$ cat src/rtl/cfg_seq_pkg.sv
// Package: shared phase type, mode layout and command bit positions for
// the configuration sequencer. Assumes an 8-bit control byte.
package cfg_seq_pkg;

    typedef enum logic [1:0] {
        PH_MODE = 2'd0,
        PH_SYNC = 2'd1,
        PH_CMD  = 2'd2
    } phase_e;

    typedef struct packed {
        logic [1:0] stop;
        logic       par_even;
        logic       par_en;
        logic [1:0] len;
        logic [1:0] baud;
    } mode_t;

    localparam int          BYTE_W         = 8;
    localparam logic [1:0]  BAUD_SYNC      = 2'b00;
    localparam int          MODE_SINGLE_BIT = 7;
    localparam int          CMD_TXEN_BIT   = 0;
    localparam int          CMD_BRK_BIT    = 3;
    localparam int          CMD_ERR_BIT    = 4;
    localparam int          CMD_SRST_BIT   = 6;
    localparam int          CHAR_BASE      = 5;

endpackage

$ cat src/rtl/cfg_seq_fsm.sv
// Module: write-sequencing state machine. Qualifies bus writes to the
// control address and steers each one to the mode, sync or command
// destination according to the post-reset phase. Raises a one-cycle
// internal reset after a command carrying the master-reset bit.
// Assumes: synchronous active-low reset; one write per strobe cycle.
module cfg_seq_fsm
    import cfg_seq_pkg::*;
#(
    parameter int MAX_SYNC = 2,
    localparam int CNT_W   = (MAX_SYNC > 1) ? $clog2(MAX_SYNC) : 1
) (
    input  logic             clk,
    input  logic             rst_n,
    input  logic             bus_sel,
    input  logic             bus_ctl,
    input  logic             bus_wr,
    input  logic [BYTE_W-1:0] bus_din,
    input  logic             sync_single,
    output phase_e           phase,
    output logic             mode_ld,
    output logic             sync_ld,
    output logic [CNT_W-1:0] sync_idx,
    output logic             cmd_ld,
    output logic             clr_all,
    output logic             soft_reset
);

    phase_e           phase_q;
    logic [CNT_W-1:0] cnt_q;
    logic             srst_q;
    logic             ctl_wr;
    logic [CNT_W-1:0] last_idx;

    // Purpose: qualify a control-address write and decode its destination.
    always_comb begin
        ctl_wr   = bus_sel && bus_ctl && bus_wr;
        mode_ld  = ctl_wr && (phase_q == PH_MODE);
        sync_ld  = ctl_wr && (phase_q == PH_SYNC);
        cmd_ld   = ctl_wr && (phase_q == PH_CMD);
        clr_all  = cmd_ld && bus_din[CMD_SRST_BIT];
        last_idx = sync_single ? CNT_W'(0) : CNT_W'(MAX_SYNC - 1);
    end

    // Purpose: advance the phase and sync counter on each control write.
    always_ff @(posedge clk) begin
        if (!rst_n) begin
            phase_q <= PH_MODE;
            cnt_q   <= '0;
            srst_q  <= 1'b0;
        end else begin
            srst_q <= clr_all;
            unique case (phase_q)
                PH_MODE: begin
                    if (mode_ld) begin
                        cnt_q   <= '0;
                        phase_q <= (bus_din[1:0] == BAUD_SYNC) ? PH_SYNC : PH_CMD;
                    end
                end
                PH_SYNC: begin
                    if (sync_ld) begin
                        if (cnt_q == last_idx) begin
                            phase_q <= PH_CMD;
                            cnt_q   <= '0;
                        end else begin
                            cnt_q <= cnt_q + CNT_W'(1);
                        end
                    end
                end
                PH_CMD: begin
                    if (clr_all) begin
                        phase_q <= PH_MODE;
                    end
                end
                default: phase_q <= PH_MODE;
            endcase
        end
    end

    assign phase      = phase_q;
    assign sync_idx   = cnt_q;
    assign soft_reset = srst_q;

    AST_SRST_ONE_CYCLE: assert property (@(posedge clk) disable iff (!rst_n)
        soft_reset |=> !soft_reset);
    AST_SRST_BACK_TO_MODE: assert property (@(posedge clk) disable iff (!rst_n)
        soft_reset |-> (phase == PH_MODE));
    AST_SYNC_IDX_RANGE: assert property (@(posedge clk) disable iff (!rst_n)
        (phase == PH_SYNC) |-> (int'(sync_idx) < MAX_SYNC));
    AST_PHASE_LEGAL: assert property (@(posedge clk) disable iff (!rst_n)
        phase != phase_e'(2'd3));

endmodule

$ cat src/rtl/cfg_mode_reg.sv
// Module: mode register. Captures the mode byte when the sequencer is in
// its mode phase; cleared by external or internal reset.
// Assumes: load and clear come from the sequencer, never together.
module cfg_mode_reg
    import cfg_seq_pkg::*;
(
    input  logic              clk,
    input  logic              rst_n,
    input  logic              clr,
    input  logic              ld,
    input  logic [BYTE_W-1:0] din,
    output mode_t             mode_q
);

    // Purpose: hold the mode byte until the next reset.
    always_ff @(posedge clk) begin
        if (!rst_n || clr) begin
            mode_q <= '0;
        end else if (ld) begin
            mode_q <= mode_t'(din);
        end
    end

endmodule

$ cat src/rtl/cfg_sync_bank.sv
// Module: sync-character storage, one byte per slot, loaded in the order
// the sequencer counts sync writes. Cleared by any reset.
// Assumes: idx is below SLOTS whenever ld is high.
module cfg_sync_bank
    import cfg_seq_pkg::*;
#(
    parameter int SLOTS   = 2,
    localparam int IDX_W  = (SLOTS > 1) ? $clog2(SLOTS) : 1
) (
    input  logic                    clk,
    input  logic                    rst_n,
    input  logic                    clr,
    input  logic                    ld,
    input  logic [IDX_W-1:0]        idx,
    input  logic [BYTE_W-1:0]       din,
    output logic [SLOTS*BYTE_W-1:0] chars
);

    for (genvar g = 0; g < SLOTS; g++) begin : g_slot
        logic [BYTE_W-1:0] slot_q;

        // Purpose: capture this slot's sync byte when addressed.
        always_ff @(posedge clk) begin
            if (!rst_n || clr) begin
                slot_q <= '0;
            end else if (ld && (int'(idx) == g)) begin
                slot_q <= din;
            end
        end

        assign chars[g*BYTE_W +: BYTE_W] = slot_q;
    end

endmodule

$ cat src/rtl/cfg_cmd_reg.sv
// Module: command register. Holds the level command bits, drops the
// error-reset and master-reset bits, and turns the error-reset bit into
// a one-cycle pulse. An internal reset clears the held bits.
// Assumes: ld marks a command-phase control write.
module cfg_cmd_reg
    import cfg_seq_pkg::*;
(
    input  logic              clk,
    input  logic              rst_n,
    input  logic              clr,
    input  logic              ld,
    input  logic [BYTE_W-1:0] din,
    output logic [BYTE_W-1:0] cmd_q,
    output logic              err_pulse
);

    localparam logic [BYTE_W-1:0] PULSE_MASK =
        (BYTE_W'(1) << CMD_ERR_BIT) | (BYTE_W'(1) << CMD_SRST_BIT);

    // Purpose: store held command bits with pulse bits masked off.
    always_ff @(posedge clk) begin
        if (!rst_n || clr) begin
            cmd_q <= '0;
        end else if (ld) begin
            cmd_q <= din & ~PULSE_MASK;
        end
    end

    // Purpose: one-cycle error-clear pulse per requesting command.
    always_ff @(posedge clk) begin
        if (!rst_n) begin
            err_pulse <= 1'b0;
        end else begin
            err_pulse <= ld && din[CMD_ERR_BIT];
        end
    end

    AST_ERR_FROM_CMD: assert property (@(posedge clk) disable iff (!rst_n)
        err_pulse |-> $past(ld && din[CMD_ERR_BIT]));
    AST_PULSE_BITS_NOT_HELD: assert property (@(posedge clk) disable iff (!rst_n)
        $past(ld) |-> (cmd_q[CMD_ERR_BIT] == 1'b0));

endmodule

$ cat src/rtl/cfg_sequencer.sv
// Module: top of the configuration sequencer. Connects the write
// sequencer to the mode, sync and command registers and decodes the mode
// fields for the transmitter and receiver.
// Assumes: synchronous active-low reset; single clock domain.
module cfg_sequencer
    import cfg_seq_pkg::*;
#(
    parameter int MAX_SYNC  = 2,
    localparam int SYNC_W   = MAX_SYNC * BYTE_W,
    localparam int IDX_W    = (MAX_SYNC > 1) ? $clog2(MAX_SYNC) : 1
) (
    input  logic              clk,
    input  logic              rst_n,
    input  logic              bus_sel,
    input  logic              bus_ctl,
    input  logic              bus_wr,
    input  logic [7:0]        bus_din,
    output logic [1:0]        baud_sel,
    output logic [3:0]        char_bits,
    output logic              parity_en,
    output logic              parity_even,
    output logic [1:0]        stop_code,
    output logic              sync_single,
    output logic [SYNC_W-1:0] sync_chars,
    output logic [7:0]        cmd_word,
    output logic              tx_enable,
    output logic              send_break,
    output logic              err_clear,
    output logic              soft_reset
);

    phase_e           phase_w;
    logic             mode_ld;
    logic             sync_ld;
    logic             cmd_ld;
    logic             clr_all;
    logic [IDX_W-1:0] sync_idx;
    mode_t            mode_q;

    cfg_seq_fsm #(.MAX_SYNC(MAX_SYNC)) u_fsm (
        .clk        (clk),
        .rst_n      (rst_n),
        .bus_sel    (bus_sel),
        .bus_ctl    (bus_ctl),
        .bus_wr     (bus_wr),
        .bus_din    (bus_din),
        .sync_single(sync_single),
        .phase      (phase_w),
        .mode_ld    (mode_ld),
        .sync_ld    (sync_ld),
        .sync_idx   (sync_idx),
        .cmd_ld     (cmd_ld),
        .clr_all    (clr_all),
        .soft_reset (soft_reset)
    );

    cfg_mode_reg u_mode (
        .clk   (clk),
        .rst_n (rst_n),
        .clr   (clr_all),
        .ld    (mode_ld),
        .din   (bus_din),
        .mode_q(mode_q)
    );

    cfg_sync_bank #(.SLOTS(MAX_SYNC)) u_sync (
        .clk  (clk),
        .rst_n(rst_n),
        .clr  (clr_all),
        .ld   (sync_ld),
        .idx  (sync_idx),
        .din  (bus_din),
        .chars(sync_chars)
    );

    cfg_cmd_reg u_cmd (
        .clk      (clk),
        .rst_n    (rst_n),
        .clr      (clr_all),
        .ld       (cmd_ld),
        .din      (bus_din),
        .cmd_q    (cmd_word),
        .err_pulse(err_clear)
    );

    // Purpose: decode the latched mode byte into its output fields.
    always_comb begin
        baud_sel    = mode_q.baud;
        char_bits   = 4'(CHAR_BASE) + {2'b00, mode_q.len};
        parity_en   = mode_q.par_en;
        parity_even = mode_q.par_even;
        stop_code   = mode_q.stop;
        sync_single = mode_q.stop[MODE_SINGLE_BIT - 6];
        tx_enable   = cmd_word[CMD_TXEN_BIT];
        send_break  = cmd_word[CMD_BRK_BIT];
    end

    AST_MODE_LOCKED: assert property (@(posedge clk) disable iff (!rst_n)
        ((phase_w != PH_MODE) && !clr_all) |=> $stable(mode_q));
    AST_SRST_CLEARS_MODE: assert property (@(posedge clk) disable iff (!rst_n)
        soft_reset |-> (mode_q == '0 && cmd_word == '0));
    AST_SYNC_SLOT_FROZEN: assert property (@(posedge clk) disable iff (!rst_n)
        (phase_w == PH_CMD && !clr_all) |=> $stable(sync_chars));

endmodule

$ cat config.mk
export PLATFORM = sky130hd
export DESIGN_NAME = cfg_sequencer
export DESIGN_NICKNAME = d
export VERILOG_FILES = /design/src/rtl/cfg_seq_pkg.sv /design/src/rtl/cfg_seq_fsm.sv /design/src/rtl/cfg_mode_reg.sv /design/src/rtl/cfg_sync_bank.sv /design/src/rtl/cfg_cmd_reg.sv /design/src/rtl/cfg_sequencer.sv
export SDC_FILE = /design/constraint.sdc
export NUM_CORES = 1
export LEC_CHECK = 0
export ABC_AREA = 1
export BUFFER_PORTS_ARGS = -buffer_cell sky130_fd_sc_hd__buf_4
export CAP_MARGIN = 20
export CELL_PAD_IN_SITES_DETAIL_PLACEMENT = 1
export CELL_PAD_IN_SITES_GLOBAL_PLACEMENT = 2
export CORE_UTILIZATION = 31
export DETAILED_ROUTE_END_ITERATION = 10
export GPL_TIMING_DRIVEN = 0
export PLACE_DENSITY = 0.93
export SYNTH_ARGS = -nofsm -noshare
export SYNTH_HDL_FRONTEND = slang
export SYNTH_SLANG_ARGS = --single-unit
$ cat constraint.sdc
create_clock -name clk -period 2.6 [get_ports clk]
set_input_delay 0.26 -clock clk [delete_from_list [all_inputs] [get_ports clk]]
set_output_delay 0.26 -clock clk [all_outputs]
set_load 0.02 [all_outputs]
==> impl_metrics.env <==
export IMPL_outcome="completed"
export IMPL_portBuffers=49
export IMPL_antenna_cells=0
export IMPL_drc=0
export IMPL_placed_cells=304
export IMPL_setup_tns_ns=0
export IMPL_r2r_start="u_fsm.phase[0]"
export IMPL_hpwl_um=3130
export IMPL_cap_violations=0
export IMPL_yosysMostFrequentCell="nand2_1"
export IMPL_p_per_area_nw_per_um2=512
export IMPL_crit_path_start_kind="register"
export IMPL_synth_adder_area_share=0.0151
export IMPL_dpl_cell_area_um2=2120
export IMPL_final_util=0.432
export IMPL_dr_first_iter_drc_count=44
export IMPL_synth_top_area_share=0.422
export IMPL_cp_end_kind="register"
export IMPL_ant_nets=0
export IMPL_finalClockSkew_ns=0.00251
export IMPL_antenna_found_initial=0
export IMPL_grt_pass1_wl_um=6760
export IMPL_synth_cell_types=24
export IMPL_synth_flop_cell="dfxtp_1"
export IMPL_cts_resized_gates=0
export IMPL_holdPathEnd="u_cmd.err_pulse"
export IMPL_cts_buffers=5
export IMPL_synth_cells=184
export IMPL_synth_area_mux_share=0
export IMPL_drive_gt1_frac=0.463
export IMPL_grt_usage=0.165
export IMPL_r2r_cells=5
export IMPL_synth_compound_area_frac=0.179
export IMPL_die_w_um=75.2
export IMPL_clk_pin_slew_worst_paths_ns=0.07
export IMPL_coreArea_um2=5140
export IMPL_synth_seq_cells=35
export IMPL_hold_violations=0
export IMPL_finalPower_mw=1.14
export IMPL_cts_tree="yes"
export IMPL_syn_area_um2=1660
export IMPL_min_path_type="in2reg"
export IMPL_fin_nets=256
export IMPL_holdPathStages=3
export IMPL_initial_utilization=0.323
export IMPL_reg2reg_to="u_sync.g_slot[1].slot_q[5]"
export IMPL_dieHeight_um=75.2
export IMPL_drt_vias_per_instance=4.56
export IMPL_fin_ws_ns=1.25
export IMPL_synth_seq_area_share=0.422
export IMPL_avgSynthCellArea_um2=9.02
export IMPL_min_period_ns=1.35
export IMPL_vias=1424
export IMPL_grt_max_degree=11
export IMPL_fmax_mhz=739
export IMPL_synth_area_leader_cell="dfxtp_1"
export IMPL_clk_path_buf_depth=2
export IMPL_clk_latency_ns=0.29
export IMPL_grt_overflow=0
export IMPL_synth_xor_area_frac=0
export IMPL_area_growth_pct=33.7
export IMPL_cp_max_fo=10
export IMPL_root_buffer="clkbuf_8"
export IMPL_hold_ws_ns=0.241
export IMPL_rrSetupSlack_ns=1.25
export IMPL_rsz0062_at_grt="no"
export IMPL_finalSetupViolations=0
export IMPL_die_area_um2=5650
export IMPL_crit_required_ns=2.78
export IMPL_crit_type="reg2reg"
export IMPL_slew_violations=0
export IMPL_critical_path_arrival_ns=1.54
export IMPL_synth_edf_count=0
export IMPL_htreeDepth=2
export IMPL_dp_slack_ns=1.24
export IMPL_wl_per_cell_um=13.6
export IMPL_yosys_top_cells_area="dfxtp_1 (42%), a21oi_2 (16%), nand2_1 (12%)"
export IMPL_finalCritPeriodShare=0.520
export IMPL_cts_sinks=35
export IMPL_cts_setup_buffers=0
export IMPL_drt_first_pass_iters=4
export IMPL_routed_wl_um=4250
export IMPL_yosys_warnings=0
export IMPL_leakagePower_nw=0.890
export IMPL_stdcell_count=312
export IMPL_num_rows=26
export IMPL_ir_worst_vdd_mv=0.175
export IMPL_fin_area_um2=2220
export IMPL_min_from="bus_din[4]"
export IMPL_gp_congestion=0.768
export IMPL_async_flop_share=0
export IMPL_synthSimpleGateAreaFrac=0.258
export IMPL_synth_common_cells="nand2_1 (51), dfxtp_1 (35), a21oi_2 (30)"
export IMPL_hold_buffers=0
export IMPL_num_io_pins=52
export IMPL_grt_pass1_vias=1388
export IMPL_synth_top_family_by_area="simple AND/OR/NAND/NOR gates"
## routing by layer
| metal | share of wire | routed length (um) | GRT usage | vias to the layer above |
|---|---|---|---|---|
| li1 | - | - | - | 719 |
| met1 | 0.46 | 1960 | 0.203 | 670 |
| met2 | 0.49 | 2060 | 0.277 | 28 |
| met3 | 0.037 | 155 | 0.0442 | 7 |
| met4 | 0.016 | 69 | 0.0617 | 0 |
| met5 | 0 | 0 | 0 | - |
## cells in the final DEF (no fill, tap or decap)
cell,n
dfxtp_1,35
nor2_8,1
buf_2,1
ha_1,2
a21oi_2,30
nor2_1,5
nand3_4,1
nand2_2,1
nor2_4,1
buf_4,57
o21bai_1,1
nand4_1,16
buf_12,3
conb_1,2
nand2_8,1
o31ai_1,1
nand2_1,51
o21ai_0,1
buf_6,3
nand3_1,4
clkbuf_1,1
clkbuf_8,7
inv_2,4
a21oi_1,3
inv_1,8
nand2_4,2
## kinds of logic (layout without fill, tap and decap cells)
logic type,Yosys count,after routing
AO/OA/AOI/OAI,36,36
adder cells (fa/ha/maj),2,2
buffers and inverters,27,84
flip-flops,35,35
other,1,2
AND/OR/NAND/NOR,83,83
## registers in the layout, summed over array words and instances (netlist names)
register / flops
u_cmd.err_pulse: 1
u_fsm.phase: 2
u_fsm.soft_reset: 1
u_cmd.cmd_q: 6
u_sync.g_slot.slot_q: 16
u_mode.mode_q: 8
u_fsm.sync_idx: 1
## cell type report
type / count / area, um2
well taps: 70 / 87.6
clock buffers: 8 / 100
multi-input cells: 123 / 758
inverters: 12 / 45.0
flip-flops and latches: 35 / 701
repair buffers: 49 / 368
plain buffers: 15 / 159
fillers: 661 / 2920
## worst max path at each step
stage,from,end,depth (start not counted)
global placement,u_fsm.phase[0],u_sync.g_slot[0].slot_q[1],5
global route,u_fsm.phase[0],u_sync.g_slot[0].slot_q[6],5
finish,u_fsm.phase[0],u_sync.g_slot[1].slot_q[5],5
floorplan,u_mode.mode_q[7],u_fsm.phase[0],8
detailed placement,u_fsm.phase[0],u_sync.g_slot[0].slot_q[1],5
CTS,u_fsm.phase[0],u_sync.g_slot[0].slot_q[1],5
## where the power goes
part / total, mW / switching, mW / internal, mW
combinational: 0.143 / 0.0850 / 0.0577
clock: 0.440 / 0.199 / 0.242
sequential: 0.552 / 0.00747 / 0.545
total: 1.14 / 0.291 / 0.844
## worst max-delay path, cell delays in order, from the launching register on
cell,delay (ns)
dfxtp_1,0.41
inv_2,0.09
nor2_4,0.22
nand3_1,0.29
nand2_1,0.17
a21oi_2,0.06
Note: power is estimated with default switching activity, not from simulation.
